[src/rtl/dtg_pkg.sv]
package dtg_pkg;
    localparam int unsigned DTG_CW = 13;
    localparam int unsigned DTG_AW = 4;
    localparam int unsigned CTL_W  = 5;

    localparam logic [DTG_AW-1:0] REG_H_SYNC_END  = 4'd0;
    localparam logic [DTG_AW-1:0] REG_H_ACT_START = 4'd1;
    localparam logic [DTG_AW-1:0] REG_H_ACT_END   = 4'd2;
    localparam logic [DTG_AW-1:0] REG_H_TOTAL     = 4'd3;
    localparam logic [DTG_AW-1:0] REG_V_SYNC_END  = 4'd4;
    localparam logic [DTG_AW-1:0] REG_V_ACT_START = 4'd5;
    localparam logic [DTG_AW-1:0] REG_V_ACT_END   = 4'd6;
    localparam logic [DTG_AW-1:0] REG_V_TOTAL     = 4'd7;
    localparam logic [DTG_AW-1:0] REG_EVT_LINE    = 4'd8;
    localparam logic [DTG_AW-1:0] REG_CTRL        = 4'd9;
    localparam logic [DTG_AW-1:0] REG_STAT_CLR    = 4'd10;

    localparam int unsigned CTL_RUN    = 0;
    localparam int unsigned CTL_HS_HI  = 1;
    localparam int unsigned CTL_VS_HI  = 2;
    localparam int unsigned CTL_BL_HI  = 3;
    localparam int unsigned CTL_IRQ_EN = 4;

    typedef logic [DTG_CW-1:0] pos_t;

    typedef struct packed {
        pos_t sync_end;
        pos_t act_start;
        pos_t act_end;
        pos_t total;
    } axis_t;

    typedef struct packed {
        axis_t h;
        axis_t v;
        pos_t  evt_line;
    } tcfg_t;

    typedef enum logic {
        ST_IDLE = 1'b0,
        ST_RUN  = 1'b1
    } seq_state_e;
endpackage

[src/rtl/dtg_regs.sv]
module dtg_regs
    import dtg_pkg::*;
#(
    parameter tcfg_t             RST_CFG = '0,
    parameter logic [CTL_W-1:0]  RST_CTL = '0
) (
    input  logic              clk_i,
    input  logic              rst_ni,
    input  logic              wr_en_i,
    input  logic [DTG_AW-1:0] wr_addr_i,
    input  pos_t              wr_data_i,
    input  logic              evt_set_i,
    output tcfg_t             staged_o,
    output logic [CTL_W-1:0]  ctl_o,
    output logic              status_o,
    output logic              clr_req_o
);
    tcfg_t             staged_q;
    logic [CTL_W-1:0]  ctl_q;
    logic              status_q;

    always_ff @(posedge clk_i or negedge rst_ni) begin
        if (!rst_ni) begin
            staged_q <= RST_CFG;
            ctl_q    <= RST_CTL;
        end else if (wr_en_i) begin
            case (wr_addr_i)
                REG_H_SYNC_END:  staged_q.h.sync_end  <= wr_data_i;
                REG_H_ACT_START: staged_q.h.act_start <= wr_data_i;
                REG_H_ACT_END:   staged_q.h.act_end   <= wr_data_i;
                REG_H_TOTAL:     staged_q.h.total     <= wr_data_i;
                REG_V_SYNC_END:  staged_q.v.sync_end  <= wr_data_i;
                REG_V_ACT_START: staged_q.v.act_start <= wr_data_i;
                REG_V_ACT_END:   staged_q.v.act_end   <= wr_data_i;
                REG_V_TOTAL:     staged_q.v.total     <= wr_data_i;
                REG_EVT_LINE:    staged_q.evt_line    <= wr_data_i;
                REG_CTRL:        ctl_q                <= wr_data_i[CTL_W-1:0];
                default: ;
            endcase
        end
    end

    // Clear request: write-one to the status address
    always_comb begin
        clr_req_o = wr_en_i && (wr_addr_i == REG_STAT_CLR) && wr_data_i[0];
    end

    // Sticky flag, set has priority over clear
    always_ff @(posedge clk_i or negedge rst_ni) begin
        if (!rst_ni) begin
            status_q <= 1'b0;
        end else if (evt_set_i) begin
            status_q <= 1'b1;
        end else if (clr_req_o) begin
            status_q <= 1'b0;
        end
    end

    assign staged_o = staged_q;
    assign ctl_o    = ctl_q;
    assign status_o = status_q;
endmodule

[src/rtl/dtg_counter.sv]
module dtg_counter #(
    parameter int unsigned W = 13
) (
    input  logic         clk_i,
    input  logic         rst_ni,
    input  logic         clear_i,
    input  logic         step_i,
    input  logic [W-1:0] last_i,
    output logic [W-1:0] cnt_o,
    output logic         at_last_o
);
    logic [W-1:0] cnt_q;

    always_comb begin
        at_last_o = (cnt_q == last_i);
    end

    always_ff @(posedge clk_i or negedge rst_ni) begin
        if (!rst_ni) begin
            cnt_q <= '0;
        end else if (clear_i) begin
            cnt_q <= '0;
        end else if (step_i) begin
            cnt_q <= at_last_o ? '0 : cnt_q + W'(1);
        end
    end

    assign cnt_o = cnt_q;
endmodule

[src/rtl/dtg_seq.sv]
module dtg_seq
    import dtg_pkg::*;
(
    input  logic clk_i,
    input  logic rst_ni,
    input  logic enable_i,
    output logic run_o
);
    seq_state_e state_q;
    seq_state_e state_d;

    always_ff @(posedge clk_i or negedge rst_ni) begin
        if (!rst_ni) begin
            state_q <= ST_IDLE;
        end else begin
            state_q <= state_d;
        end
    end

    always_comb begin
        state_d = state_q;
        unique case (state_q)
            ST_IDLE: if (enable_i)  state_d = ST_RUN;
            ST_RUN:  if (!enable_i) state_d = ST_IDLE;
        endcase
    end

    always_comb begin
        run_o = (state_q == ST_RUN);
    end
endmodule

[src/rtl/raster_timing_gen.sv]
module raster_timing_gen
    import dtg_pkg::*;
#(
    parameter int unsigned DEF_H_SYNC = 96,
    parameter int unsigned DEF_H_BP   = 48,
    parameter int unsigned DEF_H_ACT  = 640,
    parameter int unsigned DEF_H_FP   = 16,
    parameter int unsigned DEF_V_SYNC = 2,
    parameter int unsigned DEF_V_BP   = 33,
    parameter int unsigned DEF_V_ACT  = 480,
    parameter int unsigned DEF_V_FP   = 10,
    parameter int unsigned MIN_ACT    = 16,
    parameter int unsigned MAX_ACT    = 2048
) (
    input  logic                 clk_i,
    input  logic                 rst_ni,
    input  logic                 wr_en_i,
    input  logic [DTG_AW-1:0]    wr_addr_i,
    input  logic [DTG_CW-1:0]    wr_data_i,
    output logic                 hsync_o,
    output logic                 vsync_o,
    output logic                 blank_o,
    output logic                 de_o,
    output logic [DTG_CW-1:0]    pix_x_o,
    output logic [DTG_CW-1:0]    line_y_o,
    output logic                 irq_o
);
    localparam int unsigned DW = DTG_CW + 1;

    localparam pos_t D_HSE = pos_t'(DEF_H_SYNC);
    localparam pos_t D_HAS = pos_t'(DEF_H_SYNC + DEF_H_BP);
    localparam pos_t D_HAE = pos_t'(DEF_H_SYNC + DEF_H_BP + DEF_H_ACT);
    localparam pos_t D_HT  = pos_t'(DEF_H_SYNC + DEF_H_BP + DEF_H_ACT + DEF_H_FP);
    localparam pos_t D_VSE = pos_t'(DEF_V_SYNC);
    localparam pos_t D_VAS = pos_t'(DEF_V_SYNC + DEF_V_BP);
    localparam pos_t D_VAE = pos_t'(DEF_V_SYNC + DEF_V_BP + DEF_V_ACT);
    localparam pos_t D_VT  = pos_t'(DEF_V_SYNC + DEF_V_BP + DEF_V_ACT + DEF_V_FP);

    localparam tcfg_t DEF_CFG = '{
        h:        '{sync_end: D_HSE, act_start: D_HAS, act_end: D_HAE, total: D_HT},
        v:        '{sync_end: D_VSE, act_start: D_VAS, act_end: D_VAE, total: D_VT},
        evt_line: D_VAE
    };

    localparam logic [CTL_W-1:0] DEF_CTL =
        CTL_W'((1 << CTL_RUN) | (1 << CTL_HS_HI) | (1 << CTL_VS_HI) | (1 << CTL_BL_HI));

    function automatic logic span_ok(input pos_t s, input pos_t e);
        logic [DW-1:0] d;
        d = {1'b0, e} - {1'b0, s};
        return (e > s) && (d >= DW'(MIN_ACT)) && (d <= DW'(MAX_ACT));
    endfunction

    tcfg_t            staged;
    tcfg_t            act_q;
    logic [CTL_W-1:0] ctl_q;
    logic             status;
    logic             clr_req;
    logic             run;
    pos_t             h_cnt, v_cnt;
    pos_t             h_last, v_last;
    logic             h_at_last, v_at_last;
    logic             frame_end;
    logic             staged_ok;
    logic             evt_hit;
    logic             hs_act, vs_act, blank_act;
    logic             irq_en;

    dtg_regs #(
        .RST_CFG (DEF_CFG),
        .RST_CTL (DEF_CTL)
    ) u_regs (
        .clk_i     (clk_i),
        .rst_ni    (rst_ni),
        .wr_en_i   (wr_en_i),
        .wr_addr_i (wr_addr_i),
        .wr_data_i (wr_data_i),
        .evt_set_i (evt_hit),
        .staged_o  (staged),
        .ctl_o     (ctl_q),
        .status_o  (status),
        .clr_req_o (clr_req)
    );

    dtg_seq u_seq (
        .clk_i    (clk_i),
        .rst_ni   (rst_ni),
        .enable_i (ctl_q[CTL_RUN]),
        .run_o    (run)
    );

    always_comb begin
        h_last = act_q.h.total - pos_t'(1);
        v_last = act_q.v.total - pos_t'(1);
    end

    dtg_counter #(.W(DTG_CW)) u_hcnt (
        .clk_i     (clk_i),
        .rst_ni    (rst_ni),
        .clear_i   (!run),
        .step_i    (run),
        .last_i    (h_last),
        .cnt_o     (h_cnt),
        .at_last_o (h_at_last)
    );

    dtg_counter #(.W(DTG_CW)) u_vcnt (
        .clk_i     (clk_i),
        .rst_ni    (rst_ni),
        .clear_i   (!run),
        .step_i    (run && h_at_last),
        .last_i    (v_last),
        .cnt_o     (v_cnt),
        .at_last_o (v_at_last)
    );

    always_comb begin
        frame_end = run && h_at_last && v_at_last;
        staged_ok = span_ok(staged.h.act_start, staged.h.act_end) &&
                    span_ok(staged.v.act_start, staged.v.act_end);
    end

    // Working set: refreshed only while idle or on the last pixel of a frame
    always_ff @(posedge clk_i or negedge rst_ni) begin
        if (!rst_ni) begin
            act_q <= DEF_CFG;
        end else if ((!run || frame_end) && staged_ok) begin
            act_q <= staged;
        end
    end

    always_comb begin
        hs_act    = run && (h_cnt < act_q.h.sync_end);
        vs_act    = run && (v_cnt < act_q.v.sync_end);
        de_o      = run &&
                    (h_cnt >= act_q.h.act_start) && (h_cnt < act_q.h.act_end) &&
                    (v_cnt >= act_q.v.act_start) && (v_cnt < act_q.v.act_end);
        blank_act = !de_o;
        evt_hit   = run && (h_cnt == '0) && (v_cnt == act_q.evt_line);
        irq_en    = ctl_q[CTL_IRQ_EN];
    end

    always_comb begin
        hsync_o  = ctl_q[CTL_HS_HI] ? hs_act    : !hs_act;
        vsync_o  = ctl_q[CTL_VS_HI] ? vs_act    : !vs_act;
        blank_o  = ctl_q[CTL_BL_HI] ? blank_act : !blank_act;
        irq_o    = status && irq_en;
        pix_x_o  = h_cnt;
        line_y_o = v_cnt;
    end
endmodule

[config.mk]
export PLATFORM = sky130hd
export DESIGN_NAME = raster_timing_gen
export DESIGN_NICKNAME = d
export VERILOG_FILES = /design/src/rtl/dtg_pkg.sv /design/src/rtl/dtg_regs.sv /design/src/rtl/dtg_counter.sv /design/src/rtl/dtg_seq.sv /design/src/rtl/raster_timing_gen.sv
export SDC_FILE = /design/constraint.sdc
export NUM_CORES = 1
export LEC_CHECK = 0
export ABC_AREA = 1
export BUFFER_PORTS_ARGS = -buffer_cell sky130_fd_sc_hd__buf_2
export CAP_MARGIN = 20
export CORE_AREA = 3 3 184 186
export DETAILED_ROUTE_END_ITERATION = 6
export DIE_AREA = 0 0 187 189
export GPL_ROUTABILITY_DRIVEN = 0
export GPL_TIMING_DRIVEN = 0
export PLACE_DENSITY = 0.66
export REMOVE_ABC_BUFFERS = 1
export SYNTH_ARGS = -nofsm -noshare
export SYNTH_HDL_FRONTEND = slang
export SYNTH_HIERARCHICAL = 1
export SYNTH_SLANG_ARGS = --single-unit
export TNS_END_PERCENT = 10
[constraint.sdc]
create_clock -name clk_i -period 9.35 [get_ports clk_i]
set_input_delay 0 -clock clk_i [delete_from_list [all_inputs] [get_ports clk_i]]
set_output_delay 0 -clock clk_i [all_outputs]
set_load 0.03 [all_outputs]
## After elaboration in Yosys (flattened, before gate mapping)

Cells that the tools add are included.

- $add $sub $neg: 6
- $lt $le $gt $ge: 12
- Eq/ne operators: 14
- Multiplexer cells: 11
- Reductions and logical operators: 37

Operators by type and width:

| operator | count |
|---|---|
| 13-bit 2-to-1 mux | 5 |
| 13-bit < comparator | 4 |
| 13-bit equality test | 3 |
| 14-bit by 5-bit >= comparator with 1-bit output (second input constant) | 2 |
| 14-bit by 12-bit less-or-equal comparator with 1-bit output (second input constant) | 2 |
| 13-bit by 13-bit subtractor with 14-bit output | 2 |
| 13-bit by 1-bit adder with 13-bit output (second input constant) | 2 |
| 13-bit >= comparator | 2 |
| 13-bit greater-than comparator | 2 |
| 13-bit by 1-bit subtractor with 13-bit output (second input constant) | 2 |
| 2-bit AND reduction | 10 |
| 1-bit logical AND | 19 |
| 4-bit by 3-bit equality test with 1-bit output (second input constant) | 4 |
| 13-bit zero test | 1 |
| 4-bit equality test (second input constant) | 3 |
| 4-bit by 2-bit equality test with 1-bit output (second input constant) | 2 |
| 1-bit 2-to-1 mux | 6 |
| 4-bit by 1-bit equality test with 1-bit output (second input constant) | 1 |
| 1-bit zero test | 4 |
| 4-bit zero test | 1 |
| 2-bit by 1-bit inequality test with 1-bit output (second input constant) | 1 |
| 2-bit nonzero test | 1 |
| 1-bit logical OR | 1 |

- Flip-flop bits (word level): 267
- Bits of input ports: 20
- Word-level logic and storage cells: 103

## Depth between registers and ports, before layout

Gate-level depths: netlist of run 1.

- Depth in word-level cells: 7
- Mapped depth: 29
- Mapped depth without buffers: 26

## Modules after synthesis

Netlist of run 1, hierarchy kept.

By module, submodules not included:

| module | times used | cells an instance | area each (sq um) |
|---|---|---|---|
| raster_timing_gen | 1 | 1291 | 9177.6 |
| dtg_regs | 1 | 570 | 4860.9 |
| dtg_counter | 2 | 152 | 1039.7 |
| dtg_seq | 1 | 1 | 25.0 |

## Least setup slack after synthesis of run 1

Ideal clock, no wire load.

- Kind: flip-flop to flip-flop
- From: register act_q[66] in the netlist's numbering
- To: register act_q[18] in the netlist's numbering
- Arrival time: 3.235 ns
- Data required time: 9.233 ns
- Setup slack: 5.998 ns
- Stages on the path, launching flop included: 29
- Cells stage by stage: dfrtp_1 nor3_1 nand3_1 nor3_1 nand2_1 nor3_1 xor2_1 inv_1 nand2_1 nand2_1 nor2_1 nand2_1 nor2_2 nand2_4 inv_1 nand2_1 nand2_1 o21ai_0 nor2_1 nand3_1 nor2_1 nand2_1 a21oi_1 buf_4 nand3_4 buf_4 buf_6 nand2_1 nand2_1

- Word-level cells in the longest chain between the ends: 6

Ends and longest elaborated chain:

| what | RTL line | source |
|---|---|---|
| start: declaration | raster_timing_gen.sv:55 | `tcfg_t act_q;` |
| start signal: assignment | raster_timing_gen.sv:128 | `act_q <= staged;` |
| 13-bit by 1-bit subtractor with 13-bit output | raster_timing_gen.sv:93 | `h_last = act_q.h.total - pos_t'(1);` |
| net h_last[11] | raster_timing_gen.sv:61 | `pos_t h_last, v_last;` |
| 13-bit equality test | dtg_counter.sv:15 | `at_last_o = (cnt_q == last_i);` |
| net h_at_last | raster_timing_gen.sv:62 | `logic h_at_last, v_at_last;` |
| 1-bit logical AND (2 in series) | raster_timing_gen.sv:118 | `frame_end = run && h_at_last && v_at_last;` |
| 1-bit logical OR | raster_timing_gen.sv:127 | `end else if ((!run \|\| frame_end) && staged_ok) begin` |
| 1-bit logical AND | raster_timing_gen.sv:127 |  |

The timed path passes the listed nets, and every way through them passes these cells.
A chain may end at the register's enable or synchronous reset.

## Final worst setup path of run 1

- From: register act_q[66] in the netlist's numbering
- To: register act_q[116] in the netlist's numbering

Same word-level chain as after synthesis.

==> metrics.txt, run 1 <==
status completed; Iteration-0 DRC Markers 930; first-pass GRT wire length 71.2 mm; Area Growth Syn to Fin 12.4%; Max Cap Viol 0; FMAX 190 MHz; CTS Buf Count 30; Mapped Avg Cell Area 7.45 um^2; Worst Path Required 9.79 ns; Flop pwr share 0.339; die width 187 um; Worst-Skew Late Latency 0.56 ns; YS warnings 6; worst slack at placement 4.07 ns; CTS tree yes; Layout Nets 2320; PnR worst setup slack 4.10 ns; root buf cell clkbuf_16; Setup Fix Bufs, Post-CTS 0; Setup CP Type reg -> reg; Slew @ Worst Pin 1.08 ns; # rows 66; Max-Slew Margin vs Limit 0.278; Static Leak 9.66 nW; Cells after Synth 2165; Critical Path AT 5.69 ns; P_sw 2.00 mW; # setup viols final 0; Hold Path Class in -> async; die area 0.0353 mm^2; antenna viol nets, final 0; Pwr per Cell Area 274 mW/mm^2; RSZ-0062 raised after global routing false; IR drop worst, VDD 0.176 mV; global route total overflow 0; Tmin final 5.25 ns; placed wire-length estimate 29.6 mm; routed wire length 43.8 mm; Core Util, Final 0.559; Setup Skew 0.0111 ns; die height 189 um; CP endpoint kind flip-flop; clock buffer depth 3; gr usage total 0.248; Core Footprint 0.0325 mm^2; P_int 2.96 mW; Max Slew Vio Count 0; H-Tree Depth 1; CP max FO 74; sw frac 0.403; initial antenna violation count 3; largest net degree at the start of global routing 106; Startpoint Class flip-flop; share of cells above drive strength 1 0.106; fill count 2987; Vias 14200; dpl cell area 0.0169 mm^2; Ports 51; DR pass1 iterations 5; Post-Syn Area 0.0161 mm^2; post-route cell area 0.0181 mm^2; Starting Density 0.497; WL per Instance 16.5 um; Clk pwr share 0.253; Residual DRC 0; vias in the first global route 13600; Hold Violations, Final 0; IO buf count 50; combinational share of power 0.409; Reg clk slew, reported paths 0.06 ns; via/cell ratio 5.33; CTS Sinks 267; final hold slack 0.0292 ns; Tcrit/Tclk final 0.562
==> worst max-delay path: stages (launching register included) <==
cell	delay, ns
dfrtp_1	0.42
nor3_1	0.35
nand3_1	0.18
nor3_1	0.26
nand2_1	0.15
nor3_1	0.19
xor2_1	0.23
inv_1	0.06
nand2_1	0.05
nand2_1	0.08
nor2_1	0.09
nand2_1	0.06
nor2_2	0.12
nand2_4	0.11
inv_1	0.14
nand2_1	0.06
nand2_1	0.15
o21ai_0	0.12
nor2_1	0.10
nand3_1	0.12
nor2_1	0.10
nand2_1	0.09
a21oi_4	0.61
nand3_4	0.65
buf_16	0.45
nand2_1	0.11
nand2_1	0.06
==> what timing repair did <==
action                                 4_1_cts  5_1_grt
gates resized for setup                      0        0
endpoints found under the hold margin      222        0
hold buffers                                20        0
==> power groups by stage <==
stage / combinational, mW / clock, mW / sequential (mW)
after detailed placement: 2.00 / 0 / 1.69
final: 2.03 / 1.26 / 1.68
after global routing: 2.34 / 1.33 / 1.72
after floorplan: 1.50 / 0 / 1.64
after CTS: 2.02 / 1.28 / 1.68
after global placement: 1.92 / 0 / 1.69
==> placed cells by master (no fill, tap or decap), drive strengths merged, types with 32 or more instances in the layout <==
master / count
nand4: 139
a21oi: 66
nand3: 71
nor2: 103
ha: 104
xor2: 38
dfstp: 52
o21ai: 32
nand2: 915
buf: 63
inv: 267
clkbuf: 46
dfrtp: 215
==> worst paths after layout <==
kind | cells past startpoint | slack, ns | from | endpoint
max | 26 | 4.10 | act_q[66] | act_q[116]
min in group clk_i | 4 | 0.38 | wr_data_i[12] | u_regs/staged_o[90]
max in group asynchronous | 3 | 8.38 | rst_ni | act_q[16]
min | 2 | 0.03 | rst_ni | u_hcnt/cnt_o[6]
max reg2reg | 26 | 4.10 | act_q[66] | act_q[116]
min reg2reg | 0 | 0.41 | u_regs/ctl_o[0] | u_seq/run_o
==> per-layer routing <==
layer | up-vias | track usage | wire [um]
li1 | 6945 | - | -
met1 | 6733 | 0.343 | 19900
met2 | 429 | 0.400 | 19500
met3 | 91 | 0.0376 | 2920
met4 | 0 | 0.0840 | 1550
met5 | - | 0 | 0
==> registers in the layout (all words and copies together), names as in the netlist <==
| signal | count |
|---|---|
| act_q | 117 |
| u_hcnt/cnt_o | 13 |
| u_regs/ctl_o | 5 |
| u_regs/staged_o | 117 |
| u_regs/status_o | 1 |
| u_seq/run_o | 1 |
| u_vcnt/cnt_o | 13 |
==> layout make-up <==
| cell class | count | area (um^2) | share of cell area |
|---|---|---|---|
| clock inverter | 10 | 140 | 0.00773 |
| tap | 442 | 553 | 0.0305 |
| inverter | 265 | 995 | 0.0549 |
| sequential | 267 | 6750 | 0.372 |
| antenna | 3 | 7.51 | 0.000414 |
| multi-input combinational | 1547 | 7990 | 0.441 |
| timing repair buffer | 83 | 771 | 0.0425 |
| clock buffer | 46 | 932 | 0.0514 |
==> through the flow <==
stage	TNS (ns)	instances	power, mW
CTS	0	2660	4.98
finish	0	2663	4.97
floorplan	0	2079	3.14
global route	0	2663	5.38
detailed placement	0	2584	3.69
global placement	-693.77	2571	3.61
No activity file was read; power rests on OpenSTA's default activity.
==> run 2, diff against run 1 <==
Settings changed: PLACE_DENSITY 0.66 to 0.68.
Clock period 9.35 ns to 4.2 ns, I/O delays scaled along.
==> metrics.txt, run 2 (synthesized netlist as in run 1, its figures left out) <==
Residual DRC 0; post-route insts no fill 2688; dpl cell area 0.0169 mm^2; Reg clk slew, reported paths 0.06 ns; Slew @ Worst Pin 1.08 ns; IO buf count 50; CP endpoint kind flip-flop; status completed; CP max FO 37; routed wire length 45.5 mm; initial antenna violation count 3; post-route cell area 0.0186 mm^2; # setup viols final 0; Max Cap Viol 0; Static Leak 9.86 nW; worst r2r src act_q[13]; antenna viol nets, final 0; Setup TNS Final 0 ns; fill count 2973; Setup Skew 0.0128 ns; die area 0.0353 mm^2; share of cells above drive strength 1 0.125; placed wire-length estimate 29.3 mm; # rows 66; Pwr per Cell Area 615 mW/mm^2; die height 189 um; Iteration-0 DRC Markers 1051; Tcrit/Tclk final 0.945; Placed Cells incl. Taps 2585; DR pass1 iterations 5; Max Slew Vio Count 0; gr usage total 0.254; global route total overflow 0; Ports 51; most common cell after layout, fill and taps aside nand2_1; CTS Sinks 267; WL per Instance 16.9 um; CTS tree yes; Startpoint Class flip-flop; Setup CP Type reg -> reg; r2r worst-path depth 27; Hold Violations, Final 0; Area Growth Syn to Fin 15.1%; IR drop worst, VDD 0.438 mV; H-Tree Depth 1; Critical Path AT 4.41 ns; die width 187 um; via/cell ratio 5.37; Worst R2R Setup Slack 0.23 ns; most frequent cells in the layout nand2_1 (904), inv_1 (247), dfrtp_1 (214); Hold Path Class in -> async; Tmin final 3.97 ns; Starting Density 0.497; vias in the first global route 13800; largest net degree at the start of global routing 126; Worst Path Required 4.64 ns; CTS Buf Count 30; clock buffer depth 3; first-pass GRT wire length 73.0 mm; Vias 14400; Worst-Skew Late Latency 0.56 ns; root buf cell clkbuf_16; Max-Slew Margin vs Limit 0.274; Layout Nets 2345; worst reg2reg endpoint act_q[49]; Core Footprint 0.0325 mm^2; FMAX 252 MHz; Core Util, Final 0.572
==> run 2: worst max-delay path by stage <==
stage                          from    endpoint
after CTS                 act_q[65]   act_q[79]
final                     act_q[13]   act_q[49]
after global placement    act_q[66]   act_q[14]
after floorplan           act_q[66]  act_q[100]
after detailed placement  act_q[66]   act_q[76]
after global routing      act_q[67]   act_q[85]
==> run 2: worst max-delay path, stage by stage (launching register included) <==
cell and delay (ns):
dfstp_2 0.37, inv_1 0.11, ha_2 0.22, nand2_1 0.08, or2_2 0.33, o21ai_0 0.20
o21ai_1 0.15, nand2_1 0.09, nand2_1 0.05, nor2_1 0.09, nand2_1 0.07, nor2_2 0.15
nand2_4 0.11, inv_1 0.10, nand2_1 0.07, nand2_2 0.12, o21ai_1 0.09, nor2_1 0.11
nand3_1 0.11, nor2_1 0.14, nand2_2 0.09, a21oi_4 0.21, buf_12 0.16, nand3_4 0.13
buf_12 0.19, buf_16 0.18, nand2_1 0.08, nand2_1 0.05
==> run 2: metal layers <==
metal / vias up / part of all wire / GRT usage
met1: 6879 / 0.44 / 0.348
li1: 7007 / - / -
met4: 0 / 0.024 / 0.0701
met3: 74 / 0.073 / 0.0393
met5: - / 0 / 0
met2: 466 / 0.47 / 0.420
==> run 2: through the flow <==
step	hold WS, ns	setup slack [ns]	power, mW
2_1_floorplan	-0.296	-5.08	7.00
3_3_place_gp	0.374	-10.86	8.02
3_5_place_dp	-0.0439	-1.10	8.24
4_1_cts	0.0331	0.0686	11.3
5_1_grt	0.0576	-0.0241	12.3
6_report	0.0496	0.230	11.4
==> run 2: final cells by class <==
type                            count  area (um^2)  area share
Clock buffer                       42          877      0.0472
Multi-Input combinational cell   1551         8140       0.438
Sequential cell                   267         6750       0.363
Clock inverter                     14          205      0.0110
Antenna cell                        3         7.51    0.000404
Timing Repair Buffer              104         1040      0.0561
Tap cell                          442          553      0.0298
Inverter                          265          997      0.0537
==> run 2: repair_timing <==
action,in CTS,in global routing
hold buffers,20,0
pin swaps,3,13
endpoints found under the hold margin,344,0
gates resized for setup,11,20
endpoints found under the setup margin,117,117
buffers inserted,9,8
cloned,6,1
==> run 2: report_power, final <==
| group | leakage [nW] | switching [mW] | total (mW) | internal, mW |
|---|---|---|---|---|
| Clock | 0.534 | 1.08 | 2.83 | 1.76 |
| Combinational | 5.94 | 3.03 | 4.83 | 1.80 |
| Sequential | 3.39 | 0.493 | 3.76 | 3.27 |
| Total | 9.86 | 4.60 | 11.4 | 6.83 |
==> run 3, diff against run 2 <==
Settings changed: CORE_AREA 3 3 184 186 to 3 3 180 182, DIE_AREA 0 0 187 189 to 0 0 183 185, PLACE_DENSITY 0.68 to 0.69, SYNTH_HIERARCHICAL 1 to unset.
==> metrics.txt, run 3 <==
Netlist cell types 52; antenna viol nets, final 0; routed wire length 40.4 mm; die height 185 um; post-route cell area 0.0172 mm^2; Setup Skew 0.0126 ns; RSZ-0062 raised after global routing false; Max-Slew Margin vs Limit 0.340; first-pass GRT wire length 66.3 mm; Post-synth top cells nand2_1 (644), inv_1 (252), dfrtp_1 (215), nand3_1 (211), o21ai_0 (138); Synth Register Bits 267; Max Cap Viol 0; # rows 64; Iteration-0 DRC Markers 1023; CTS Buf Count 28; initial antenna violation count 0; Area Growth Syn to Fin 11.1%; post-route insts no fill 2489; Vias 13400; synth top area cells dfrtp_1 (35%), nand2_1 (16%), dfstp_2 (8.8%); Hold Violations, Final 0; CTS Sinks 267; worst r2r src u_regs.staged_o[78]; most frequent cells in the layout nand2_1 (644), inv_1 (252), dfrtp_1 (215); WL per Instance 16.2 um; Setup CP Type reg -> reg; gr usage total 0.241; Static Leak 9.04 nW; root buf cell clkbuf_16; number of flops mapped to enable cells by yosys 0; CP endpoint kind flip-flop; worst reg2reg endpoint act_q[20]; post-synthesis sequential area ratio 0.436; status completed; Mapped Avg Cell Area 7.61 um^2; Worst Path Required 4.68 ns; Pwr per Cell Area 689 mW/mm^2; FMAX 277 MHz; worst setup path endpoint act_q[20]; Setup TNS Final 0 ns; Crit path largest cell delay 0.50 ns; Core Footprint 0.0307 mm^2; die width 183 um; clock buffer depth 3; share of cells above drive strength 1 0.0851; # setup viols final 0; Startpoint Class flip-flop; r2r worst-path depth 19; largest net degree at the start of global routing 125; IR drop worst, VDD 0.331 mV; placed wire-length estimate 27.9 mm; Critical Path AT 4.09 ns; FFs w/ async S/R, synth 1.00; most common cell after layout, fill and taps aside nand2_1; DR pass1 iterations 5; Max Slew Vio Count 0; vias in the first global route 13100; Reg clk slew, reported paths 0.06 ns; Tmin final 3.61 ns; Worst R2R Setup Slack 0.59 ns; dpl cell area 0.0161 mm^2; Residual DRC 0; Hold Path Class in -> reg; Starting Density 0.503; Slew @ Worst Pin 0.989 ns; CP max FO 34; CP startpoint u_regs.staged_o[78]; Cells after Synth 2033; top_reg_cell synth dfrtp_1; Layout Nets 2197; YS warnings 0; Setup Fix Bufs, Post-CTS 0; Worst-Skew Late Latency 0.54 ns; Placed Cells incl. Taps 2428; via/cell ratio 5.38; CTS tree yes; Post-Syn Area 0.0155 mm^2; Tcrit/Tclk final 0.859; Slowest-stage cell, CP nor2_4; Ports 51; Synth top area share 0.348; top-count cell post-synth nand2_1; IO buf count 50; die area 0.0339 mm^2; crit-path most repeated cell nand2_1; post-synth top area cell dfrtp_1; global route total overflow 0; H-Tree Depth 1; CP cell instances inv_1 -> ha_1 -> inv_1 -> fa_1 -> nand3_1 -> nand2_1 -> nand2_1 -> nand2_1 -> nand2_1 -> nand2_1 -> nand2_1 -> nand3_1 -> nor2_1 -> nand2_1 -> nor2_4 -> buf_12 -> buf_12 -> nand3_1 -> nand2_1
## run 3: worst max-delay path, delay by kind of cell (launching register included)
kind	cells	cell delay [ns]
AND/OR/NAND/NOR	13	1.90
buffers and inverters	4	0.64
flip-flops	1	0.41
adder cells (fa/ha/maj)	2	0.58
## run 3: layer usage
metal  global-route usage  up-vias  wire, um
li1                     -     6625         -
met1                0.333     6391     19000
met2                0.403      307     18600
met3               0.0293       58      1910
met4               0.0646        0       907
met5                    0        -         0
## run 3: worst min-delay path by stage
stage                       from                   to  slack (ns)  cells past startpoint
finish              wr_data_i[7]  u_regs.staged_o[33]        0.03                      3
global route        wr_data_i[8]  u_regs.staged_o[60]        0.04                      3
CTS                 wr_data_i[9]  u_regs.staged_o[35]        0.02                      3
detailed placement        rst_ni            act_q[81]       -0.08                      1
global placement    wr_data_i[0]  u_regs.staged_o[26]        0.35                      3
floorplan                 rst_ni           act_q[100]       -0.30                      0
## run 3: kinds of logic (layout without fill, tap and decap cells)
| logic type | after synthesis | count (layout) | share of synthesized area |
|---|---|---|---|
| adder cells (fa/ha/maj) | 107 | 107 | 0.0874 |
| XOR/XNOR | 35 | 35 | 0.0207 |
| AND/OR/NAND/NOR | 1066 | 1066 | 0.291 |
| buffers and inverters | 316 | 375 | 0.0820 |
| other | 0 | 1 | 0 |
| flip-flops | 267 | 267 | 0.436 |
| AO/OA/AOI/OAI | 242 | 242 | 0.0833 |
## run 3: area by class of cell
type                            count  area [um^2]
Fill cell                        2880        13500
Sequential cell                   267         6750
Multi-Input combinational cell   1450         7470
Inverter                          256          961
Clock buffer                       42          845
Clock inverter                     10          134
Tap cell                          396          495
Antenna cell                        1         2.50
Timing Repair Buffer               67          553
## run 3: metrics by stage
stage | hold slack, ns | setup slack (ns) | power [mW] | util
after global placement | 0.354 | -1.69 | 8.92 | 0.518
after detailed placement | -0.0804 | 0.681 | 9.22 | 0.525
after global routing | 0.0379 | 0.377 | 12.9 | 0.559
final | 0.0294 | 0.590 | 11.9 | 0.559
after CTS | 0.0162 | 0.641 | 11.9 | 0.559
after floorplan | -0.296 | 0.708 | 7.79 | -
## run 3: power breakdown
| part | switching (mW) | leakage, nW | internal (mW) |
|---|---|---|---|
| Sequential | 0.527 | 3.39 | 3.38 |
| Combinational | 3.39 | 5.17 | 1.95 |
| Clock | 1.03 | 0.477 | 1.57 |
## run 3: repair_timing
item / in CTS / in global routing
hold buffers: 8 / 0
gates resized for setup: 0 / 0
endpoints found under the hold margin: 246 / 0
